### src/rtl/bxr_pkg.sv
package bxr_pkg;
    localparam int BUS_W       = 18;
    localparam int SYNC_STAGES = 2;

    typedef struct packed {
        logic pass;
        logic strobe;
    } lane_ctl_t;

    function automatic logic strobe_fell(input logic prev, input logic cur);
        return prev && !cur;
    endfunction
endpackage

### src/rtl/bxr_sync.sv
module bxr_sync #(
    parameter int W       = 1,
    parameter int STAGES  = 2,
    parameter bit RST_ONE = 1'b0
) (
    input  logic         clk,
    input  logic         rst,
    input  logic [W-1:0] din,
    output logic [W-1:0] dout
);
    localparam logic [W-1:0] RST_VAL = {W{RST_ONE}};

    logic [W-1:0] stage_q [STAGES];

    generate
        for (genvar g = 0; g < STAGES; g++) begin : g_stage
            always_ff @(posedge clk) begin
                if (rst)
                    stage_q[g] <= RST_VAL;
                else if (g == 0)
                    stage_q[g] <= din;
                else
                    stage_q[g] <= stage_q[(g == 0) ? 0 : g-1];
            end
        end
    endgenerate

    assign dout = stage_q[STAGES-1];
endmodule

### src/rtl/bxr_lane.sv
module bxr_lane
    import bxr_pkg::*;
#(
    parameter int W = BUS_W
) (
    input  logic         clk,
    input  logic         rst,
    input  logic [W-1:0] d,
    input  lane_ctl_t    ctl,
    output logic [W-1:0] q
);
    logic strobe_prev;
    logic load;

    assign load = ctl.pass || strobe_fell(strobe_prev, ctl.strobe);

    always_ff @(posedge clk) begin
        if (rst) begin
            q           <= '0;
            strobe_prev <= 1'b0;
        end else begin
            strobe_prev <= ctl.strobe;
            if (load)
                q <= d;
        end
    end


    pass_follow_chk: assert property (@(posedge clk) disable iff (rst)
        ctl.pass |=> (q == $past(d)));


    fall_capture_chk: assert property (@(posedge clk) disable iff (rst)
        (!ctl.pass && strobe_prev && !ctl.strobe) |=> (q == $past(d)));


    steady_hold_chk: assert property (@(posedge clk) disable iff (rst)
        (!ctl.pass && !(strobe_prev && !ctl.strobe)) |=> $stable(q));
endmodule

### src/rtl/bus_xcvr_univ.sv
module bus_xcvr_univ
    import bxr_pkg::*;
#(
    parameter int W      = BUS_W,
    parameter int STAGES = SYNC_STAGES
) (
    input  logic         clk,
    input  logic         rst,
    input  logic [W-1:0] a_in,
    output logic [W-1:0] a_out,
    output logic [W-1:0] a_oe,
    input  logic [W-1:0] b_in,
    output logic [W-1:0] b_out,
    output logic [W-1:0] b_oe,
    input  logic         a2b_pass,
    input  logic         a2b_strobe,
    input  logic         b2a_pass,
    input  logic         b2a_strobe,
    input  logic         b_drive,
    input  logic         a_drive_n
);
    localparam int SYNC_W = 2*W + 5;

    logic [SYNC_W-1:0] raw_bus, sync_bus;
    logic [W-1:0]      a_s, b_s;
    lane_ctl_t         a2b_ctl, b2a_ctl;
    logic              b_drive_s, a_drive_n_s;

    assign raw_bus = {a_in, b_in, a2b_pass, a2b_strobe, b2a_pass, b2a_strobe, b_drive};

    bxr_sync #(.W(SYNC_W), .STAGES(STAGES), .RST_ONE(1'b0)) i_sync_main (
        .clk (clk),
        .rst (rst),
        .din (raw_bus),
        .dout(sync_bus)
    );

    bxr_sync #(.W(1), .STAGES(STAGES), .RST_ONE(1'b1)) i_sync_aen (
        .clk (clk),
        .rst (rst),
        .din (a_drive_n),
        .dout(a_drive_n_s)
    );

    assign {a_s, b_s, a2b_ctl, b2a_ctl, b_drive_s} = sync_bus;

    bxr_lane #(.W(W)) i_lane_a2b (
        .clk(clk),
        .rst(rst),
        .d  (a_s),
        .ctl(a2b_ctl),
        .q  (b_out)
    );

    bxr_lane #(.W(W)) i_lane_b2a (
        .clk(clk),
        .rst(rst),
        .d  (b_s),
        .ctl(b2a_ctl),
        .q  (a_out)
    );

    always_ff @(posedge clk) begin
        if (rst) begin
            b_oe <= '0;
            a_oe <= '0;
        end else begin
            b_oe <= {W{b_drive_s}};
            a_oe <= {W{~a_drive_n_s}};
        end
    end


    reset_hiz_chk: assert property (@(posedge clk)
        rst |=> (a_oe == '0 && b_oe == '0 && a_out == '0 && b_out == '0));


    b_enable_pol_chk: assert property (@(posedge clk) disable iff (rst)
        (b_drive_s && !$past(rst)) |=> (b_oe == '1));


    a_enable_pol_chk: assert property (@(posedge clk) disable iff (rst)
        (a_drive_n_s && !$past(rst)) |=> (a_oe == '0));
endmodule

### config.mk
export PLATFORM = sky130hd
export DESIGN_NAME = bus_xcvr_univ
export DESIGN_NICKNAME = d
export VERILOG_FILES = /design/src/rtl/bxr_pkg.sv /design/src/rtl/bxr_sync.sv /design/src/rtl/bxr_lane.sv /design/src/rtl/bus_xcvr_univ.sv
export SDC_FILE = /design/constraint.sdc
export NUM_CORES = 1
export LEC_CHECK = 0
export BUFFER_PORTS_ARGS = -buffer_cell sky130_fd_sc_hd__buf_2
export CAP_MARGIN = 25
export CORE_ASPECT_RATIO = 1.75
export CORE_UTILIZATION = 51
export DETAILED_ROUTE_END_ITERATION = 8
export PLACE_DENSITY = 0.78
export SYNTH_ARGS = -nofsm -noshare
export SYNTH_HDL_FRONTEND = slang
export SYNTH_SLANG_ARGS = --single-unit
### constraint.sdc
create_clock -name clk -period 1.4 [get_ports clk]
set_input_delay 0.14 -clock clk [delete_from_list [all_inputs] [get_ports clk]]
set_output_delay 0.14 -clock clk [all_outputs]
set_load 0.01 [all_outputs]
# Yosys cells after proc, flatten, opt, wreduce, memory -nomap -nowiden
# Memories as Yosys holds them, arrays and structs flattened.
# Index checks and enable logic that the tools add are counted.
[classes]
n_reduce_logical = 6
muxes = 7
bitwise = 5
[ops]
columns = ["op", "count"]
rows = [
  ["$mux W41", 2],
  ["$mux W1", 5],
  ["$or A1 B1 Y1", 4],
  ["$logic_and A1 B1 Y1", 2],
  ["$logic_not A1 Y1", 2],
  ["$logic_or A1 B1 Y1", 2],
  ["$not A1 Y1", 1],
]
[word_totals]
regBits = 40
memories = 2
ram_bits = 84
in_bits = 44
wordCells = 26
output_inout_bits = 72
[mem_list]
columns = ["memory", "depth", "width", "read_ports", "rd_ports_with_merged_regs", "wr", "line_no", "rtl"]
rows = [
  ["i_sync_main.stage_q", 2, 41, 2, 0, 2, "bxr_sync.sv:13", "logic [W-1:0] stage_q [STAGES];"],
  ["i_sync_aen.stage_q", 2, 1, 2, 0, 2, "bxr_sync.sv:13", ""],
]

# Depth between registers and ports, before layout
# Gate-level depths: netlist of run 1.
[logic_depth]
depth_word = 3
depth_mapped = 5
depth_no_buf = 3

# Cells and area by module
# Synthesis of run 1 repeated with hierarchy kept, for this count alone.
[hier_totals]
hier_cells = 379
hier_area_um2 = 4513.1
[by_module_without_submodules]
columns = ["module", "seq_area_each_um2", "area_each_um2", "n_inst", "cells_each"]
rows = [
  ["bxr_sync at i_sync_main", 1641.6, 2456.1, 1, 173],
  ["bxr_lane", 380.4, 849.6, 2, 82],
  ["bus_xcvr_univ", 40.0, 305.3, 1, 38],
  ["bxr_sync at i_sync_aen", 40.0, 52.6, 1, 4],
]

# Least setup slack after synthesis of run 1
# Ideal clock, no wire load.
[synth_path]
path_type = "register -> register"
from = "mem i_sync_main.stage_q[1][3] in the netlist's numbering"
to = "reg i_lane_a2b.q[0]"
path_slack_ns = 0.369
t_required_ns = 1.328
stages_incl_launch_ff = 6
arrival_ns = 0.959
period_less_slack_ns = 1.031
setup_time_ns = 0.072
path_buffers = 2
cell_sequence = "dfxtp_1 -> inv_1 -> a21oi_1 -> buf_4 -> buf_6 -> mux2i_1"
[synth_lines]
columns = ["item", "line_no", "rtl"]
rows = [
  ["from (decl)", "bxr_sync.sv:13", ""],
  ["to (signal assigned)", "bxr_lane.sv:19", "q <= '0;"],
  ["to (signal assigned)", "bxr_lane.sv:24", "q <= d;"],
  ["to (decl)", "bxr_lane.sv:10", "output logic [W-1:0] q"],
]

# Worst setup path after layout of run 1
[layout_path]
from = "reg, netlist name b_oe[0]"
to = "out b_oe[12]"
[layout_lines]
columns = ["item", "line_no", "rtl"]
rows = [
  ["to (decl)", "bus_xcvr_univ.sv:14", "output logic [W-1:0] b_oe,"],
]
# No word-level cell between the ends.

==> impl_metrics.json, run 1 <==
{
  "cpPeakStageDelay_ps": 530,
  "cts_tree": "done",
  "cpMaxStageDelayCell": "dfxtp_1",
  "gp_congestion": 0.636,
  "synth_nets": 423,
  "cts_htree_levels": 4,
  "synth_edf_count": 0,
  "synth_common_cells": "dfxtp_1 (124), nor2b_1 (83), nand2b_1 (72), buf_4 (37), mux2i_1 (36)",
  "coreArea_um2": 7960,
  "cap_violations": 0,
  "start_util_pct": 53.1,
  "ys_types": 12,
  "clockBufferDepth": 2,
  "syn_area_per_cell_um2": 11.1,
  "syn_inst": 379,
  "antenna_found_initial": 0,
  "critPathRequiredTime_ps": 1260,
  "power_density_nw_per_um2": 1470,
  "grt_max_degree": 65,
  "path_buf_inv": 1,
  "cp-end-kind": "output pin",
  "drv_slew": 0,
  "syn2layout_area_growth_pct": 33.0,
  "layout.nets": 549,
  "finalWirelength_mm": 7.04,
  "row_count": 43,
  "grt_pass1_wl_mm": 11.5,
  "drc": 26,
  "fin_crit_sh_pct": 90.6,
  "wl_per_cell_um": 11.6,
  "crit_chain": "buf_2",
  "finalClockSkew_ps": 8.07,
  "yosysMostFrequentCell": "dfxtp_1",
  "dp_hpwl_mm": 4.00,
  "cpLargestDelayFamily": "flip-flops",
  "ys_async_sr_fraction_pct": 0,
  "max_slew.worst_pin.slew_ps": 356,
  "antenna_left": 0,
  "syn_area_um2": 4230,
  "clkTransAtPathRegs_ps": 50,
  "setup_tns_ps": 0,
  "cts_made_buffers": 17,
  "worst_setup_path_start_kind": "register",
  "final_hold_viol_count": 0,
  "clock_latency_ps": 400,
  "max-vdd-ir-drop_uv": 1030,
  "period_needed_ps": 1270,
  "design.portCount": 116,
  "holdWs_ps": 97.5,
  "dieArea_um2": 8670,
  "ys_seq_elements": 124,
  "synth_area_leaders": "dfxtp_1 (59%), nor2b_1 (12%), nand2b_1 (11%)",
  "grt_use_total_pct": 18.1,
  "dr.pass1.iters": 5,
  "outcome": "complete, but fails checks",
  "finalSetupViolCount": 0,
  "viasPerCell": 4.48,
  "netlist.area_leader.share_pct": 58.8,
  "die_h_um": 122,
  "yosys_warnings": 0,
  "ys.flop_type": "dfxtp_1",
  "grt_pass1_vias": 2562,
  "violations": "DRC",
  "drive_gt1_share_pct": 29.4,
  "clock-sinks": 124,
  "path_class": "reg -> out",
  "drtIter0Drc": 95,
  "vias": 2718,
  "portBuffers": 115,
  "grt.overflow.total": 0,
  "die_w_um": 70.8,
  "cts_root_buf": "clkbuf_16",
  "ys_seq_area_share_pct": 58.8,
  "worst-path-max-fanout": 18,
  "min_path_type": "in -> reg",
  "rsz0062_at_grt": "false",
  "slew_headroom_pct": 76.2,
  "diodes": 0,
  "maxClockFrequency_mhz": 788,
  "final_core_util_pct": 70.6,
  "p_leak_nw": 2.67,
  "cp.arrival_ps": 1130,
  "yosysTopAreaCell": "dfxtp_1"
}
repair_timing:
item,in CTS,in global routing
endpoints found under the setup margin,0,2
hold endpoints to repair,42,0
gates resized for setup,0,1
hold buffers,42,0
buffers inserted,0,0
power by group:
part	switching, mW	internal [mW]
Sequential	0.0384	3.67
Combinational	0.197	0.296
Clock	1.40	2.68
path summary, 6_finish.rpt:
kind | slack [ps] | cells after the start | end | from
hold reg to reg | 380 | 1 | a_oe[0] | i_sync_aen.stage_q[1]
hold / removal | 100 | 2 | i_sync_main.stage_q[0][38] | rst
setup reg to reg | 290 | 4 | i_lane_b2a.q[14] | i_sync_main.stage_q[1][1]
setup / recovery | 130 | 1 | b_oe[12] | b_oe[0]
per-layer routing:
layer | vias to the layer above | track usage (%) | part of all wire (%)
li1 | 1386 | - | -
met1 | 1215 | 17.0 | 38
met2 | 100 | 32.0 | 53
met3 | 17 | 7.64 | 6.4
met4 | 0 | 11.4 | 2.7
met5 | - | 0 | 0
flip-flops by register name, summed over array words and instances (netlist names):
signal                  count
a_oe                        1
i_lane_a2b.q               18
b_oe                        1
i_lane_b2a.strobe_prev      1
i_lane_a2b.strobe_prev      1
i_sync_aen.stage_q          2
i_lane_b2a.q               18
i_sync_main.stage_q        82
final cells by class:
| cell class | count | area [um^2] |
|---|---|---|
| fillers | 594 | 2340 |
| flip-flops and latches | 124 | 2480 |
| clock buffers | 23 | 468 |
| well taps | 90 | 113 |
| inverters | 2 | 7.51 |
| clock inverters | 8 | 92.6 |
| multi-input cells | 198 | 1370 |
| repair buffers | 162 | 1090 |
through the flow:
step | cells | area [um^2] | total power, mW | setup WS (ps)
after floorplan | 379 | 4230 | 4.06 | 369
after global placement | 534 | 4640 | 4.16 | 396
after detailed placement | 534 | 4640 | 4.18 | 363
after CTS | 607 | 5620 | 8.37 | 66.4
after global routing | 607 | 5620 | 8.59 | 40.5
final | 607 | 5620 | 8.28 | 131
cell families (layout without fill, tap and decap cells):
| logic type | count (synthesis) | after routing | share of synthesized area, % |
|---|---|---|---|
| buffers and inverters | 57 | 195 | 8.97 |
| AND/OR/NAND/NOR | 160 | 160 | 23.5 |
| AO/OA/AOI/OAI | 2 | 2 | 0.237 |
| multiplexers | 36 | 36 | 8.53 |
| flip-flops | 124 | 124 | 58.8 |
cells in the final DEF, fill, tap and decap left out, drive strengths merged:
| master | instances |
|---|---|
| dfxtp | 124 |
| inv | 2 |
| buf | 120 |
| bufinv | 2 |
| nor2 | 3 |
| clkinv | 5 |
| nor2b | 83 |
| a21oi | 2 |
| dlygate4sd3 | 42 |
| mux2i | 36 |
| clkbuf | 23 |
| clkinvlp | 1 |
| nand2b | 72 |
| or2 | 2 |
Note: power is estimated with default switching activity, not from simulation.
==> inputs of run 2 (changes only) <==
--- a/config.mk
+++ b/config.mk
@@ -8,9 +8,9 @@
 export BUFFER_PORTS_ARGS = -buffer_cell sky130_fd_sc_hd__buf_2
 export CAP_MARGIN = 25
 export CORE_ASPECT_RATIO = 1.75
-export CORE_UTILIZATION = 51
+export CORE_UTILIZATION = 55
 export DETAILED_ROUTE_END_ITERATION = 8
-export PLACE_DENSITY = 0.78
+export PLACE_DENSITY = 0.83
 export SYNTH_ARGS = -nofsm -noshare
 export SYNTH_HDL_FRONTEND = slang
 export SYNTH_SLANG_ARGS = --single-unit
==> constraint.sdc (replaced) <==
create_clock -name clk -period 1.55 [get_ports clk]
set_input_delay 0.155 -clock clk [delete_from_list [all_inputs] [get_ports clk]]
set_output_delay 0.155 -clock clk [all_outputs]
set_load 0.01 [all_outputs]
==> run 2 against run 1 <==
  * The run now ends clean
  * Cell count down 0.82%
  * Register-to-register slack improved by 130 ps
  * Sequential share of layout area rose by 0.16 points
  * Sequential power is 9.7% lower
  * Critical endpoint is now a_oe[1]
  * Largest cell class unchanged
  * Largest power group unchanged
  * Highest routed layer unchanged
==> impl_metrics.json, run 2 (same netlist as run 1, synthesis figures left out) <==
{
  "outcome": "complete, no violations",
  "start_util_pct": 57.6,
  "critPathRequiredTime_ps": 1390,
  "cts_htree_levels": 4,
  "grt.overflow.total": 0,
  "worst-path-max-fanout": 18,
  "finalSetupViolCount": 0,
  "diodes": 0,
  "viasPerCell": 4.53,
  "finalClockSkew_ps": 7.09,
  "cts_resized": 0,
  "path_buf_inv": 1,
  "clock-sinks": 124,
  "gp_congestion": 0.687,
  "cts_tree": "done",
  "coreArea_um2": 7340,
  "row_count": 41,
  "layout.nets": 547,
  "startpoint": "a_oe[0]",
  "maxClockFrequency_mhz": 761,
  "antenna_left": 0,
  "reg2reg_depth": 4,
  "cts_made_buffers": 17,
  "antenna_found_initial": 0,
  "clockBufferDepth": 2,
  "p_leak_nw": 2.66,
  "cp-end-kind": "output pin",
  "rrSetupSlack_ps": 420,
  "dr.pass1.iters": 4,
  "clkTransAtPathRegs_ps": 50,
  "dpl_cell_area_um2": 4620,
  "cpLargestDelayFamily": "flip-flops",
  "final_hold_viol_count": 0,
  "setup_tns_ps": 0,
  "cp.arrival_ps": 1160,
  "path_class": "reg -> out",
  "drc": 0,
  "cp-endpoint": "a_oe[1]",
  "vias": 2726,
  "largest_register_ffs": 82,
  "reg2reg_from": "i_sync_main.stage_q[1][1]",
  "min_path_type": "in -> reg",
  "fin_crit_sh_pct": 84.8,
  "dp_hpwl_mm": 4.16,
  "cpMaxStageDelayCell": "dfxtp_1",
  "portBuffers": 115,
  "grt_use_total_pct": 19.4,
  "top_regs": "i_sync_main.stage_q (82), i_lane_a2b.q (18), i_lane_b2a.q (18)",
  "max_slew.worst_pin.slew_ps": 452,
  "rsz0062_at_grt": "false",
  "crit_cells": 1,
  "post_cts_buffers": 0,
  "period_needed_ps": 1310,
  "wl_per_cell_um": 11.8,
  "finalWirelength_mm": 7.10,
  "cpPeakStageDelay_ps": 550,
  "max-vdd-ir-drop_uv": 949,
  "worst_setup_path_start_kind": "register",
  "drv_slew": 0,
  "final_area_um2": 5600,
  "grt_pass1_vias": 2622,
  "grt_max_degree": 49,
  "layout_commonest_cell": "dfxtp_1",
  "layout_common_cells": "dfxtp_1 (124), buf_2 (114), nor2b_1 (83), nand2b_1 (72), dlygate4sd3_1 (40)",
  "power_density_nw_per_um2": 1340,
  "drive_gt1_share_pct": 29.7,
  "cap_violations": 0,
  "r2r_end": "i_lane_b2a.q[16]",
  "clock_latency_ps": 400,
  "grt_pass1_wl_mm": 11.2,
  "die_w_um": 68.3,
  "cts_root_buf": "clkbuf_16",
  "dieArea_um2": 8050,
  "die_h_um": 118,
  "syn2layout_area_growth_pct": 32.5,
  "drtIter0Drc": 46,
  "crit_chain": "buf_2",
  "slew_headroom_pct": 69.8,
  "design.portCount": 116,
  "postCtsHoldBufs": 40,
  "top_register": "i_sync_main.stage_q"
}
## run 2: cell count changes in the layout (fill, tap and decap cells not counted)
cell / delta
buf_12: -1
clkbuf_1: -1
clkbuf_8: +4
dfxtp_1: +1
clkinv_2: -1
bufinv_16: -1
buf_4: +1
dlygate4sd3_1: -2
dfxtp_2: -1
## run 2: layer usage
| layer | GRT usage [%] | vias up | wire (um) |
|---|---|---|---|
| li1 | - | 1383 | - |
| met1 | 18.0 | 1237 | 2640 |
| met2 | 34.2 | 92 | 3960 |
| met3 | 6.78 | 14 | 348 |
| met4 | 11.5 | 0 | 153 |
| met5 | 0 | - | 0 |
## run 2: report_power, final
group | leakage [nW] | internal [mW] | total, mW | switching (mW)
clock | 0.286 | 2.45 | 3.71 | 1.26
combinational | 1.36 | 0.260 | 0.435 | 0.176
sequential | 1.02 | 3.31 | 3.35 | 0.0352
## run 2: layout make-up
class / count / area, um^2
tap: 86 / 108
sequential: 124 / 2480
fill: 488 / 1740
clock inverter: 6 / 57.6
clock buffer: 26 / 519
multi-input combinational: 198 / 1370
timing repair buffer: 160 / 1050
inverter: 2 / 7.51
## run 2: worst min-delay path by stage
stage	start	to	cells past startpoint
detailed placement	a_drive_n	i_sync_aen.stage_q[0]	2
CTS	a_in[9]	i_sync_main.stage_q[0][32]	2
floorplan	a_drive_n	i_sync_aen.stage_q[0]	1
global route	a_in[4]	i_sync_main.stage_q[0][27]	2
finish	a_in[4]	i_sync_main.stage_q[0][27]	2
global placement	a_drive_n	i_sync_aen.stage_q[0]	2
## run 2: worst register-to-register path, delay by kind of cell, from the launching register on
kind / cells / cell delay (ps)
buf+inv: 2 / 380
flops: 1 / 300
mux: 1 / 250
compound gates: 1 / 130
## run 2: stage by stage
step           hold WS (ps)  setup slack (ps)  instances  total power, mW  utilization [%]
2_1_floorplan           259               519        379             3.67                -
5_1_grt                27.1              29.1        602             7.77             76.3
3_3_place_gp            344               456        530             3.75             63.0
4_1_cts                10.2               204        602             7.58             76.3
6_report               15.6               236        602             7.49             76.3
3_5_place_dp            348               388        530             3.77             63.0
